File: src/rtl/pio_pkg.sv
package pio_pkg;
  localparam int PIO_HALF_W = 8;
  localparam int PIO_HALVES = 2;
  localparam int PIO_W      = PIO_HALF_W * PIO_HALVES;
  localparam int PIO_NREG   = 3;

  typedef enum logic [1:0] {
    WK_WORD  = 2'd0,
    WK_HALF  = 2'd1,
    WK_FIELD = 2'd2,
    WK_NONE  = 2'd3
  } wrKind_e;

  typedef struct packed {
    logic [PIO_NREG-1:0] regHit;
    logic [PIO_W-1:0]    bitEn;
    logic [PIO_W-1:0]    bitVal;
  } pioStrobe_t;
endpackage

File: src/rtl/pioCtrl.sv
module pioCtrl
  import pio_pkg::*;
(
  input  logic                  wrEn,
  input  logic [1:0]            wrSel,
  input  logic [1:0]            wrKind,
  input  logic                  wrHalf,
  input  logic [PIO_HALF_W-1:0] wrMask,
  input  logic [PIO_W-1:0]      wrData,
  output pioStrobe_t            strb
);
  wrKind_e kind;
  logic    doWrite;

  assign kind    = wrKind_e'(wrKind);
  assign doWrite = wrEn && (kind != WK_NONE);

  always_comb begin
    strb.regHit = '0;
    if (doWrite && (int'(wrSel) < PIO_NREG))
      strb.regHit[wrSel] = 1'b1;
  end

  for (genvar h = 0; h < PIO_HALVES; h++) begin : g_half
    logic halfHit;
    assign halfHit = (int'(wrHalf) == h);
    always_comb begin
      unique case (kind)
        WK_WORD: begin
          strb.bitEn[h*PIO_HALF_W +: PIO_HALF_W]  = '1;
          strb.bitVal[h*PIO_HALF_W +: PIO_HALF_W] = wrData[h*PIO_HALF_W +: PIO_HALF_W];
        end
        WK_HALF: begin
          strb.bitEn[h*PIO_HALF_W +: PIO_HALF_W]  = halfHit ? '1 : '0;
          strb.bitVal[h*PIO_HALF_W +: PIO_HALF_W] = wrData[PIO_HALF_W-1:0];
        end
        WK_FIELD: begin
          strb.bitEn[h*PIO_HALF_W +: PIO_HALF_W]  = halfHit ? wrMask : '0;
          strb.bitVal[h*PIO_HALF_W +: PIO_HALF_W] = wrData[PIO_HALF_W-1:0];
        end
        default: begin
          strb.bitEn[h*PIO_HALF_W +: PIO_HALF_W]  = '0;
          strb.bitVal[h*PIO_HALF_W +: PIO_HALF_W] = '0;
        end
      endcase
    end
  end
endmodule

File: src/rtl/pioData.sv
module pioData
  import pio_pkg::*;
#(
  parameter logic [PIO_W-1:0] AUTO_DIR = 16'h00FF
) (
  input  logic             clk,
  input  logic             rstN,
  input  pioStrobe_t       strb,
  input  logic [1:0]       rdSel,
  output logic [PIO_W-1:0] rdData,
  input  logic [PIO_W-1:0] pinIn,
  output logic [PIO_W-1:0] pinOut,
  output logic [PIO_W-1:0] pinOe,
  input  logic [PIO_W-1:0] altOut,
  input  logic [PIO_W-1:0] altOeIn,
  output logic [PIO_W-1:0] altIn
);
  localparam int REG_LATCH = 0;
  localparam int REG_DIR   = 1;
  localparam int REG_ALT   = 2;

  logic [PIO_W-1:0] regQ [PIO_NREG];
  logic [PIO_W-1:0] syncA, syncB;

  for (genvar k = 0; k < PIO_NREG; k++) begin : g_reg
    always_ff @(posedge clk) begin
      if (!rstN)
        regQ[k] <= '0;
      else if (strb.regHit[k])
        regQ[k] <= (regQ[k] & ~strb.bitEn) | (strb.bitVal & strb.bitEn);
    end
  end

  always_ff @(posedge clk) begin
    if (!rstN) begin
      syncA <= '0;
      syncB <= '0;
    end else begin
      syncA <= pinIn;
      syncB <= syncA;
    end
  end

  for (genvar i = 0; i < PIO_W; i++) begin : g_pin
    logic altOn;
    assign altOn     = regQ[REG_ALT][i];
    assign pinOut[i] = altOn ? (regQ[REG_LATCH][i] & altOut[i]) : regQ[REG_LATCH][i];
    if (AUTO_DIR[i]) begin : g_auto
      assign pinOe[i] = altOn ? altOeIn[i] : regQ[REG_DIR][i];
    end else begin : g_plain
      assign pinOe[i] = regQ[REG_DIR][i];

      ordinary_oe_chk: assert property (@(posedge clk) disable iff (!rstN)
        ($stable(regQ[REG_DIR][i]) && !$stable(altOeIn[i])) |-> $stable(pinOe[i]));
    end

    latch_gate_chk: assert property (@(posedge clk) disable iff (!rstN)
      !regQ[REG_LATCH][i] |-> !pinOut[i]);
  end

  assign altIn = syncB;

  always_comb begin
    unique case (rdSel)
      2'd0:    rdData = syncB;
      2'd1:    rdData = regQ[REG_DIR];
      2'd2:    rdData = regQ[REG_ALT];
      default: rdData = regQ[REG_LATCH];
    endcase
  end


  reg_select_chk: assert property (@(posedge clk) disable iff (!rstN)
    $onehot0(strb.regHit));


  keep_unmasked_chk: assert property (@(posedge clk) disable iff (!rstN)
    strb.regHit[REG_LATCH] |=>
      ((regQ[REG_LATCH] & ~$past(strb.bitEn)) == ($past(regQ[REG_LATCH]) & ~$past(strb.bitEn))));


  field_load_chk: assert property (@(posedge clk) disable iff (!rstN)
    strb.regHit[REG_DIR] |=>
      ((regQ[REG_DIR] & $past(strb.bitEn)) == ($past(strb.bitVal) & $past(strb.bitEn))));

  logic [1:0] syncAge;
  always_ff @(posedge clk) begin
    if (!rstN)                syncAge <= '0;
    else if (syncAge != 2'd2) syncAge <= syncAge + 2'd1;
  end

  sync_delay_chk: assert property (@(posedge clk) disable iff (!rstN)
    (syncAge == 2'd2) |-> (syncB == $past(pinIn, 2)));
endmodule

File: src/rtl/parPort16.sv
module parPort16
  import pio_pkg::*;
#(
  parameter logic [PIO_W-1:0] AUTO_DIR = 16'h00FF
) (
  input  logic                  clk,
  input  logic                  rstN,
  input  logic                  wrEn,
  input  logic [1:0]            wrSel,
  input  logic [1:0]            wrKind,
  input  logic                  wrHalf,
  input  logic [PIO_HALF_W-1:0] wrMask,
  input  logic [PIO_W-1:0]      wrData,
  input  logic [1:0]            rdSel,
  output logic [PIO_W-1:0]      rdData,
  input  logic [PIO_W-1:0]      pinIn,
  output logic [PIO_W-1:0]      pinOut,
  output logic [PIO_W-1:0]      pinOe,
  input  logic [PIO_W-1:0]      altOut,
  input  logic [PIO_W-1:0]      altOeIn,
  output logic [PIO_W-1:0]      altIn
);
  pioStrobe_t strb;

  pioCtrl uCtrl (
    .wrEn   (wrEn),
    .wrSel  (wrSel),
    .wrKind (wrKind),
    .wrHalf (wrHalf),
    .wrMask (wrMask),
    .wrData (wrData),
    .strb   (strb)
  );

  pioData #(.AUTO_DIR(AUTO_DIR)) uData (
    .clk     (clk),
    .rstN    (rstN),
    .strb    (strb),
    .rdSel   (rdSel),
    .rdData  (rdData),
    .pinIn   (pinIn),
    .pinOut  (pinOut),
    .pinOe   (pinOe),
    .altOut  (altOut),
    .altOeIn (altOeIn),
    .altIn   (altIn)
  );
endmodule

File: config.mk
export PLATFORM = sky130hd
export DESIGN_NAME = parPort16
export DESIGN_NICKNAME = d
export VERILOG_FILES = /design/src/rtl/pio_pkg.sv /design/src/rtl/pioCtrl.sv /design/src/rtl/pioData.sv /design/src/rtl/parPort16.sv
export SDC_FILE = /design/constraint.sdc
export NUM_CORES = 1
export LEC_CHECK = 0
export ABC_AREA = 1
export BUFFER_PORTS_ARGS = -buffer_cell sky130_fd_sc_hd__buf_4
export CAP_MARGIN = 20
export CORE_MARGIN = 5
export CORE_UTILIZATION = 54
export DETAILED_ROUTE_END_ITERATION = 12
export PLACE_DENSITY = 0.9
export SLEW_MARGIN = 30
export SYNTH_ARGS = -nofsm -noshare
export SYNTH_HDL_FRONTEND = slang
export SYNTH_SLANG_ARGS = --single-unit
File: constraint.sdc
create_clock -name clk -period 6.73 [get_ports clk]
set_input_delay 0.3365 -clock clk [delete_from_list [all_inputs] [get_ports clk]]
set_output_delay 0.3365 -clock clk [all_outputs]
set_load 0.05 [all_outputs]
# Yosys cells after proc, flatten, opt, wreduce, memory -nomap -nowiden
# Memory sizes are Yosys's and may differ from the RTL's.
# Index checks and enable logic that the tools add are counted.
[classes] n_lt_le_gt_ge=3 n_eq_ne=5 mux=49 bitwise=27 reduce_logical=7
[ops] op="$and 16x16->16" count=4
[ops] op="$mux 16" count=3
[ops] op="$or 16x16->16" count=3
[ops] op="$pmux 16 s3" count=1
[ops] op="$pmux 8 s3" count=2
[ops] op="$mux 8" count=5
[ops] op="$mux 1" count=35
[ops] op="$and 1x1->1" count=16
[ops] op="$not 16->16" count=1
[ops] op="$pmux 8 s2" count=1
[ops] op="$eq 2x1->1 const B" count=2
[ops] op="$eq 2x2->1 const B" count=2
[ops] op="$logic_not 2->1" count=2
[ops] op="$logic_and 1x1->1" count=3
[ops] op="$lt 2x3->1 const B" count=1
[ops] op="$mux 3" count=1
[ops] op="$or 1x1->1" count=3
[ops] op="$reduce_or 3->1" count=1
[ops] op="$demux 1 s2" count=1
[ops] op="$ge 2x1->1 const B" count=1
[ops] op="$lt 2x2->1 const B" count=1
[ops] op="$ne 2x2->1 const B" count=1
[ops] op="$reduce_or 2->1" count=1
[totals] register_bits=32 ramBits=48 elab_cells=94 memories=1
[memory_table] memory="uData.regQ" words=3 word_bits=16 read_ports=3 rd_clocked_by_memory_dff=0 wr=3 line_no="pioData.sv:22" text="logic [PIO_W-1:0] regQ [PIO_NREG];"

# Logic depth before layout (Yosys ltp)
# Gate-level depths: netlist of run 1.
[logic_depth] depth_word=9 mapped_depth=9

# Cells and area by module
# A second synthesis of run 1 with hierarchy kept.
[unflattened] hier_cells=561 area_unflattened_um2=4344.2
[modules_own_cells] module="pioData" n_inst=1 cells_each=446 area_per_inst_um2=3812.4 seq_area_each_um2=2082.0
[modules_own_cells] module="pioCtrl" n_inst=1 cells_each=115 area_per_inst_um2=531.8 seq_area_each_um2=0.0

# Worst setup path before layout of run 1
# OpenSTA, ideal clock, no wires.
[synth_timing] path_kind="input -> register" start="input wrKind[0]" end="memory uData.regQ[0][0] (netlist name), enable pin" arrival_time_ns=2.015 required_ns=6.315 path_slack_ns=4.300 path_stages=4 cell_sequence="ha_1 > nor2_2 > o21ai_2 > o31ai_1"
[synth_rtl] item="start, declared" line_no="parPort16.sv:10" text="input logic [1:0] wrKind,"
[synth_rtl] item="end, declared" line_no="pioData.sv:22"

# Worst setup path in the final report of run 1
[layout_timing] start="input rdSel[0]" end="output rdData[6]"
[layout_via] elab_chain_cells=2 elab_cells_between_ends=4 classes_between="eq/ne (2); mux (1); reduce/logical (1)"
[layout_lines] item="start, declared" line_no="parPort16.sv:14" text="input logic [1:0] rdSel,"
[layout_lines] item="$eq 2x2->1, or another cell as far along" line_no="pioData.sv:64" text="unique case (rdSel)"
[layout_lines] item="$pmux 16 s3 *" line_no="pioData.sv:64"
[layout_lines] item="end, declared" line_no="parPort16.sv:15" text="output logic [PIO_W-1:0] rdData,"
# Mark *: on every way between the ends. The rest lies on a longest branch, timed or not.

==> results.md, run 1 <==
* Clock share of power at 29.3%
* Period utilization at 31.5%
* Final RePlAce weighted congestion at 0.948
* Largest net degree at the start of global routing at 39
* Setup Buffers After CTS at 0
* Post-synth top area share at 34.7%
* Worst VDD drop at 207 uV
* Resize count post-CTS at 0
* Final setup TNS at 0 ps
* Area grow syn2layout at 28.8%
* Total grt overflow at 0
* Die Area at 9540 um^2
* Switching Fraction at 33.1%
* Post-synth EDFFs at 48
* CP endpoint kind: output port
* FMAX at 471 MHz
* WL/cell at 15.9 um
* Worst Tran Pin Value at 900 ps
* Via count of the first global-routing pass at 3926
* CTS tree: done
* Startpoint of the worst hold path: pinIn[13]
* Synth Cell Area at 4150 um^2
* #FFs+latches synth at 80
* Fin worst setup slack at 4610 ps
* Antenna violations before repair at 0
* First-pass GRT wire length at 18800 um
* Number of remaining DRC errors at 0
* Leakage at 2.68 nW
* Initial Util at 54.6%
* GRT Total Usage at 24.5%
* Post-synthesis sequential area ratio at 50.2%
* Reg power frac at 47.4%
* Pint at 0.000794 W
* Slew margin rel. at 39.9%
* Cell Pwr Density at 222 nW/um^2
* Net Switching at 0.000393 W
* CP dominant cell by count: buf_4
* Asr flop ratio synth at 0%
* Maximum buffer depth of the clock tree at 2
* Starting DRT DRC Count at 296
* IO buf count at 137
* Max-slew violation count at 0
* Die Wd at 97.7 um
* Area contributors post-synth: edfxtp_1 (35%), dfxtp_1 (15%), nand2_1 (15%)
* Cell taking the most area after synthesis: edfxtp_1
* Worst R2R Path Depth at 2
* Worst Setup Path Type: primary input to output port
* H-tree lvl count at 3
* Yosys cell types at 26
* Main synth FF type: edfxtp_1
* Startpoint types: primary input
* Ratio of cells with drive above 1 in the final layout at 26.1%
* Max-cap violations at 0
* Post-synth net total at 608
* Core area at 7610 um^2
* DRT Pass-1 Iters at 5
* # diodes at 0
* FF-to-FF End: uData.regQ[2][3]
* Status: finished, final reports clean
* Ys Warns at 0
* CTS root buf: clkbuf_8
* Worst-path fanout max at 9
* Cells after synthesis at 521
* Via total after detailed routing at 4066
* Detailed-route vias per instance at 5.40
* Clk sink count at 80
* Worst path cell trace: buf_4 > nor2_1 > buf_4 > nand2_1 > o2111ai_1 > buf_4
* Max stage delay on crit path at 530 ps
* Setup WS pre-CTS at 4510 ps
* Clk slew on worst S/H paths at 90 ps
* Worst Path Arrival at 1790 ps
* Final count of negative-setup-slack endpoints at 0
* Core Util, Final at 70.2%
* Die H at 97.7 um
* Layout Skew at 2.94 ps
* Detail Placement HPWL at 8960 um
* Reg2reg start: uData.regQ[2][3]
* R2r setup slk at 5800 ps
* RSZ-0062 raised after global routing: no
* Combinational group share of total power at 23.4%
* Fin nets at 733
* Synth Area per Inst at 7.97 um^2
* Ports at 146
* Hold Path End: uData.syncA[13]
* Total CTS buffers at 9
* CP required at 6390 ps
* Endpoints failing hold at 0
* FP Rows at 32
* Tmin final at 2120 ps
* Post-route antenna net violation count at 0
* Clock latency at the later pin of the worst-skew pair at 350 ps
* Worst hold path type: primary input to flip-flop
* Hold buffer count at cts at 0
* WL final at 12000 um
* Crit path max-delay cell type: nor2_1
* Worst Hold Path Cells at 3
-- critical path: cells and delay by family --
| family | cells | cell delay, ps |
|---|---|---|
| buffers and inverters | 3 | 680 |
| AND/OR/NAND/NOR | 2 | 640 |
| AO/OA/AOI/OAI | 1 | 130 |
-- per-stage QoR --
stage | power (W) | std cells | hold slack (ps) | instance area [um^2]
after global placement | 0.000841 | 737 | 392 | 5150
after floorplan | 0.000748 | 521 | 390 | 4150
after detailed placement | 0.000848 | 737 | 398 | 5150
after CTS | 0.00119 | 753 | 156 | 5340
after global routing | 0.00123 | 753 | 161 | 5340
final | 0.00119 | 753 | 163 | 5340
-- cell type report --
| type | count | area, um^2 |
|---|---|---|
| timing repair buffer | 141 | 1060 |
| clock inverter | 6 | 45.0 |
| sequential | 80 | 2080 |
| clock buffer | 10 | 149 |
| fill | 611 | 2260 |
| tap | 102 | 128 |
| inverter | 81 | 304 |
| multi-input combinational | 333 | 1580 |
-- flip-flops by register name, summed over array words and instances (netlist names) --
| signal | cells |
|---|---|
| uData.altIn | 16 |
| uData.syncA | 16 |
| uData.regQ | 48 |
-- cell families (layout without fill, tap and decap cells) --
| kind of cell | count (synthesis) | in the layout | synth area share, % |
|---|---|---|---|
| buffers and inverters | 108 | 238 | 11.9 |
| DFF | 80 | 80 | 50.2 |
| muxes | 1 | 1 | 0.271 |
| AOI/OAI and AO/OA | 106 | 106 | 13.6 |
| and+or+nand+nor | 221 | 221 | 22.5 |
| adders and majority gates | 5 | 5 | 1.51 |
-- synthesized netlist by cell type (2+ instances only) --
master	instances
nand3_4	2
buf_6	6
inv_1	76
o21ai_0	24
dfxtp_1	32
o2111ai_1	7
clkbuf_1	3
edfxtp_1	48
buf_1	2
nand2_1	165
inv_2	5
nand3_1	49
buf_2	5
a21oi_1	72
ha_1	5
buf_4	10
-- metal layers --
metal / share of wire, % / track usage (%)
met4: 3.2 / 10.6
met5: 0 / 0
met1: 38 / 30.2
met3: 10 / 5.74
met2: 49 / 41.2
-- cell usage in the layout (no fill, tap or decap) --
cell / instances
o21ai_1: 2
nand2_2: 1
ha_1: 5
a21oi_1: 72
clkbuf_16: 1
o21ai_0: 22
a21boi_0: 1
inv_6: 2
dfxtp_1: 32
nor2_2: 1
inv_1: 76
o21ai_2: 1
edfxtp_1: 48
nor2_1: 1
o31ai_2: 1
clkinv_4: 1
inv_2: 5
nand4_1: 1
o2111ai_1: 7
nand3_1: 49
nand2_1: 165
mux2_2: 1
nor2_4: 1
inv_4: 3
buf_4: 141
clkbuf_8: 9
nand3_4: 2
-- power groups by stage --
| stage | registers [W] | logic, W | clock network [W] |
|---|---|---|---|
| 2_1_floorplan | 0.000581 | 0.000167 | 0 |
| 3_3_place_gp | 0.000572 | 0.000269 | 0 |
| 3_5_place_dp | 0.000573 | 0.000275 | 0 |
| 4_1_cts | 0.000562 | 0.000276 | 0.000349 |
| 5_1_grt | 0.000565 | 0.000296 | 0.000371 |
| 6_report | 0.000563 | 0.000277 | 0.000347 |
-- how the worst max path moves through the flow --
stage,start,endpoint,slack [ps],cells past startpoint
global placement,wrKind[0],uData.regQ[2][14],4590,6
finish,rdSel[0],rdData[6],4610,6
floorplan,wrKind[0],uData.regQ[0][0],4300,4
CTS,rdSel[0],rdData[15],4620,6
detailed placement,wrKind[0],uData.regQ[1][14],4510,6
global route,rdSel[0],rdData[14],4560,6
No activity file was read; power rests on OpenSTA's default activity.
==> run 2: changes to the inputs <==
--- a/config.mk
+++ b/config.mk
@@ -9,9 +9,9 @@
 export BUFFER_PORTS_ARGS = -buffer_cell sky130_fd_sc_hd__buf_4
 export CAP_MARGIN = 20
 export CORE_MARGIN = 5
-export CORE_UTILIZATION = 54
+export CORE_UTILIZATION = 45
 export DETAILED_ROUTE_END_ITERATION = 12
-export PLACE_DENSITY = 0.9
+export PLACE_DENSITY = 0.8
 export SLEW_MARGIN = 30
 export SYNTH_ARGS = -nofsm -noshare
 export SYNTH_HDL_FRONTEND = slang
==> constraint.sdc (replaced) <==
create_clock -name clk -period 1.8 [get_ports clk]
set_input_delay 0.09 -clock clk [delete_from_list [all_inputs] [get_ports clk]]
set_output_delay 0.09 -clock clk [all_outputs]
set_load 0.05 [all_outputs]
==> results.md, run 2 (synthesized netlist as in run 1, its figures left out) <==
* Clock share of power at 29.5%
* Most common cell after layout, fill and taps aside: nand2_1
* Post-route antenna net violation count at 0
* Reg power frac at 46.7%
* Worst hold path type: primary input to flip-flop
* Clk sink count at 80
* Core Util, Final at 61.3%
* FF-to-FF End: uData.regQ[2][4]
* Status: finished, final reports clean
* Antenna violations before repair at 0
* Slew margin rel. at 65.4%
* Worst-path fanout max at 5
* Total CTS buffers at 9
* Worst R2R Path Depth at 2
* Via total after detailed routing at 4136
* Combinational group share of total power at 23.8%
* Resize count post-CTS at 0
* Leakage at 2.78 nW
* Endpoints failing hold at 0
* CP endpoint kind: output port
* Worst Setup Path Type: flip-flop to output port
* Initial Util at 45.6%
* H-tree lvl count at 3
* Largest reg by FF count: uData.regQ
* Largest register FFs at 48
* IO buf count at 137
* Detailed-route vias per instance at 5.27
* Worst Hold Path Cells at 3
* Startpoint of the worst hold path: rstN
* Via count of the first global-routing pass at 3935
* FMAX at 652 MHz
* Setup WS pre-CTS at 212 ps
* Cell Count, Final, Fillers Out at 785
* Die H at 106 um
* Ports at 146
* First-pass GRT wire length at 19200 um
* Largest net degree at the start of global routing at 39
* Net Switching at 0.00146 W
* Worst path cell trace: nand2_1 > o21ai_0 > a21oi_1 > o21ai_0 > buf_4
* Die Area at 11200 um^2
* CTS tree: done
* Max stage delay on crit path at 450 ps
* WL final at 12300 um
* Tmin final at 1530 ps
* Worst Tran Pin Value at 518 ps
* Period utilization at 85.2%
* Fin nets at 756
* Final RePlAce weighted congestion at 0.892
* WL/cell at 15.7 um
* Cell Pwr Density at 807 nW/um^2
* Inst Count DP at 753
* Crit path max-delay cell type: edfxtp_1
* Startpoint types: flip-flop
* Area grow syn2layout at 34.5%
* FP Rows at 35
* Clock latency at the later pin of the worst-skew pair at 350 ps
* R2r setup slk at 870 ps
* Hold Path End: uData.syncA[2]
* Worst VDD drop at 478 uV
* Final count of negative-setup-slack endpoints at 0
* GRT Total Usage at 21.6%
* CTS root buf: clkbuf_8
* Worst Path Arrival at 1440 ps
* Pint at 0.00305 W
* Total grt overflow at 0
* Max-cap violations at 0
* CP required at 1710 ps
* Clk slew on worst S/H paths at 90 ps
* Ratio of cells with drive above 1 in the final layout at 26.3%
* Starting DRT DRC Count at 296
* Reg2reg start: uData.regQ[2][4]
* Number of remaining DRC errors at 0
* Commonest non-fill, non-tap cells in the layout: nand2_1 (165), buf_4 (148), inv_1 (76), a21oi_1 (72), nand3_1 (49)
* DRT Pass-1 Iters at 5
* Core area at 9110 um^2
* CP dominant cell by count: o21ai_0
* Switching Fraction at 32.4%
* Maximum buffer depth of the clock tree at 2
* Detail Placement HPWL at 9250 um
* Max-slew violation count at 0
* Fin worst setup slack at 267 ps
* Die Wd at 106 um
* # diodes at 0
* Layout Skew at 5.54 ps
* RSZ-0062 raised after global routing: no
[run 2: changes by cell type in the layout (fill, tap and decap cells not counted), sizes merged]
| cell | before | now |
|---|---|---|
| buf | 141 | 148 |
| dlygate4sd3 | 0 | 16 |
| clkbuf | 10 | 11 |
| clkinv | 1 | 2 |
| inv | 86 | 84 |
[run 2: worst max-delay path by stage]
stage                                start                end  slack, ps  cells past startpoint
after floorplan                  wrKind[0]   uData.regQ[2][0]       -300                      4
after global placement           wrKind[0]   uData.regQ[0][8]        270                      6
after detailed placement         wrKind[0]  uData.regQ[0][12]        210                      8
after CTS                 uData.regQ[2][0]          rdData[0]        260                      5
after global routing      uData.regQ[2][0]          rdData[0]        150                      5
final                     uData.regQ[2][0]          rdData[0]        270                      5
[run 2: repair_timing]
item                      4_1_cts  5_1_grt
hold endpoints to repair       16        0
hold buffers                   16        0
buffers inserted                0        0
[run 2: cell type report]
class | instances | area [um^2]
repair buffers | 164 | 1270
clock inverters | 5 | 43.8
flip-flops and latches | 80 | 2080
clock buffers | 11 | 163
well taps | 111 | 139
inverters | 81 | 304
multi-input cells | 333 | 1580
fillers | 778 | 3530
[run 2: power groups by stage]
stage          clock (W)  combinational (W)  sequential, W
6_report         0.00133            0.00107        0.00210
5_1_grt          0.00143            0.00115        0.00212
4_1_cts          0.00136            0.00107        0.00210
3_5_place_dp           0            0.00104        0.00214
3_3_place_gp           0            0.00102        0.00214
2_1_floorplan          0           0.000625        0.00217
[run 2: metal layers]
layer | global-route usage, % | part of all wire [%] | up-vias
met5 | 0 | 0 | -
met4 | 9.53 | 3.4 | 0
met3 | 4.55 | 9.7 | 30
met2 | 38.1 | 49 | 254
met1 | 25.4 | 38 | 1865
li1 | - | - | 1987
[run 2: critical path, delay by kind of cell (launching register included)]
| kind | cells | cell delay (ps) |
|---|---|---|
| AO/OA/AOI/OAI | 3 | 340 |
| buffers and inverters | 1 | 220 |
| flip-flops | 1 | 450 |
| AND/OR/NAND/NOR | 1 | 90 |
[run 2: stage by stage]
| stage | cell area (um^2) | power, W | hold slack, ps | setup TNS (ps) |
|---|---|---|---|---|
| final | 5580 | 0.00450 | 149 | 0 |
| after global routing | 5580 | 0.00470 | 158 | 0 |
| after CTS | 5580 | 0.00453 | 134 | 0 |
| after detailed placement | 5210 | 0.00318 | 276 | 0 |
| after global placement | 5210 | 0.00316 | 269 | 0 |
| after floorplan | 4160 | 0.00280 | 188 | -9440 |
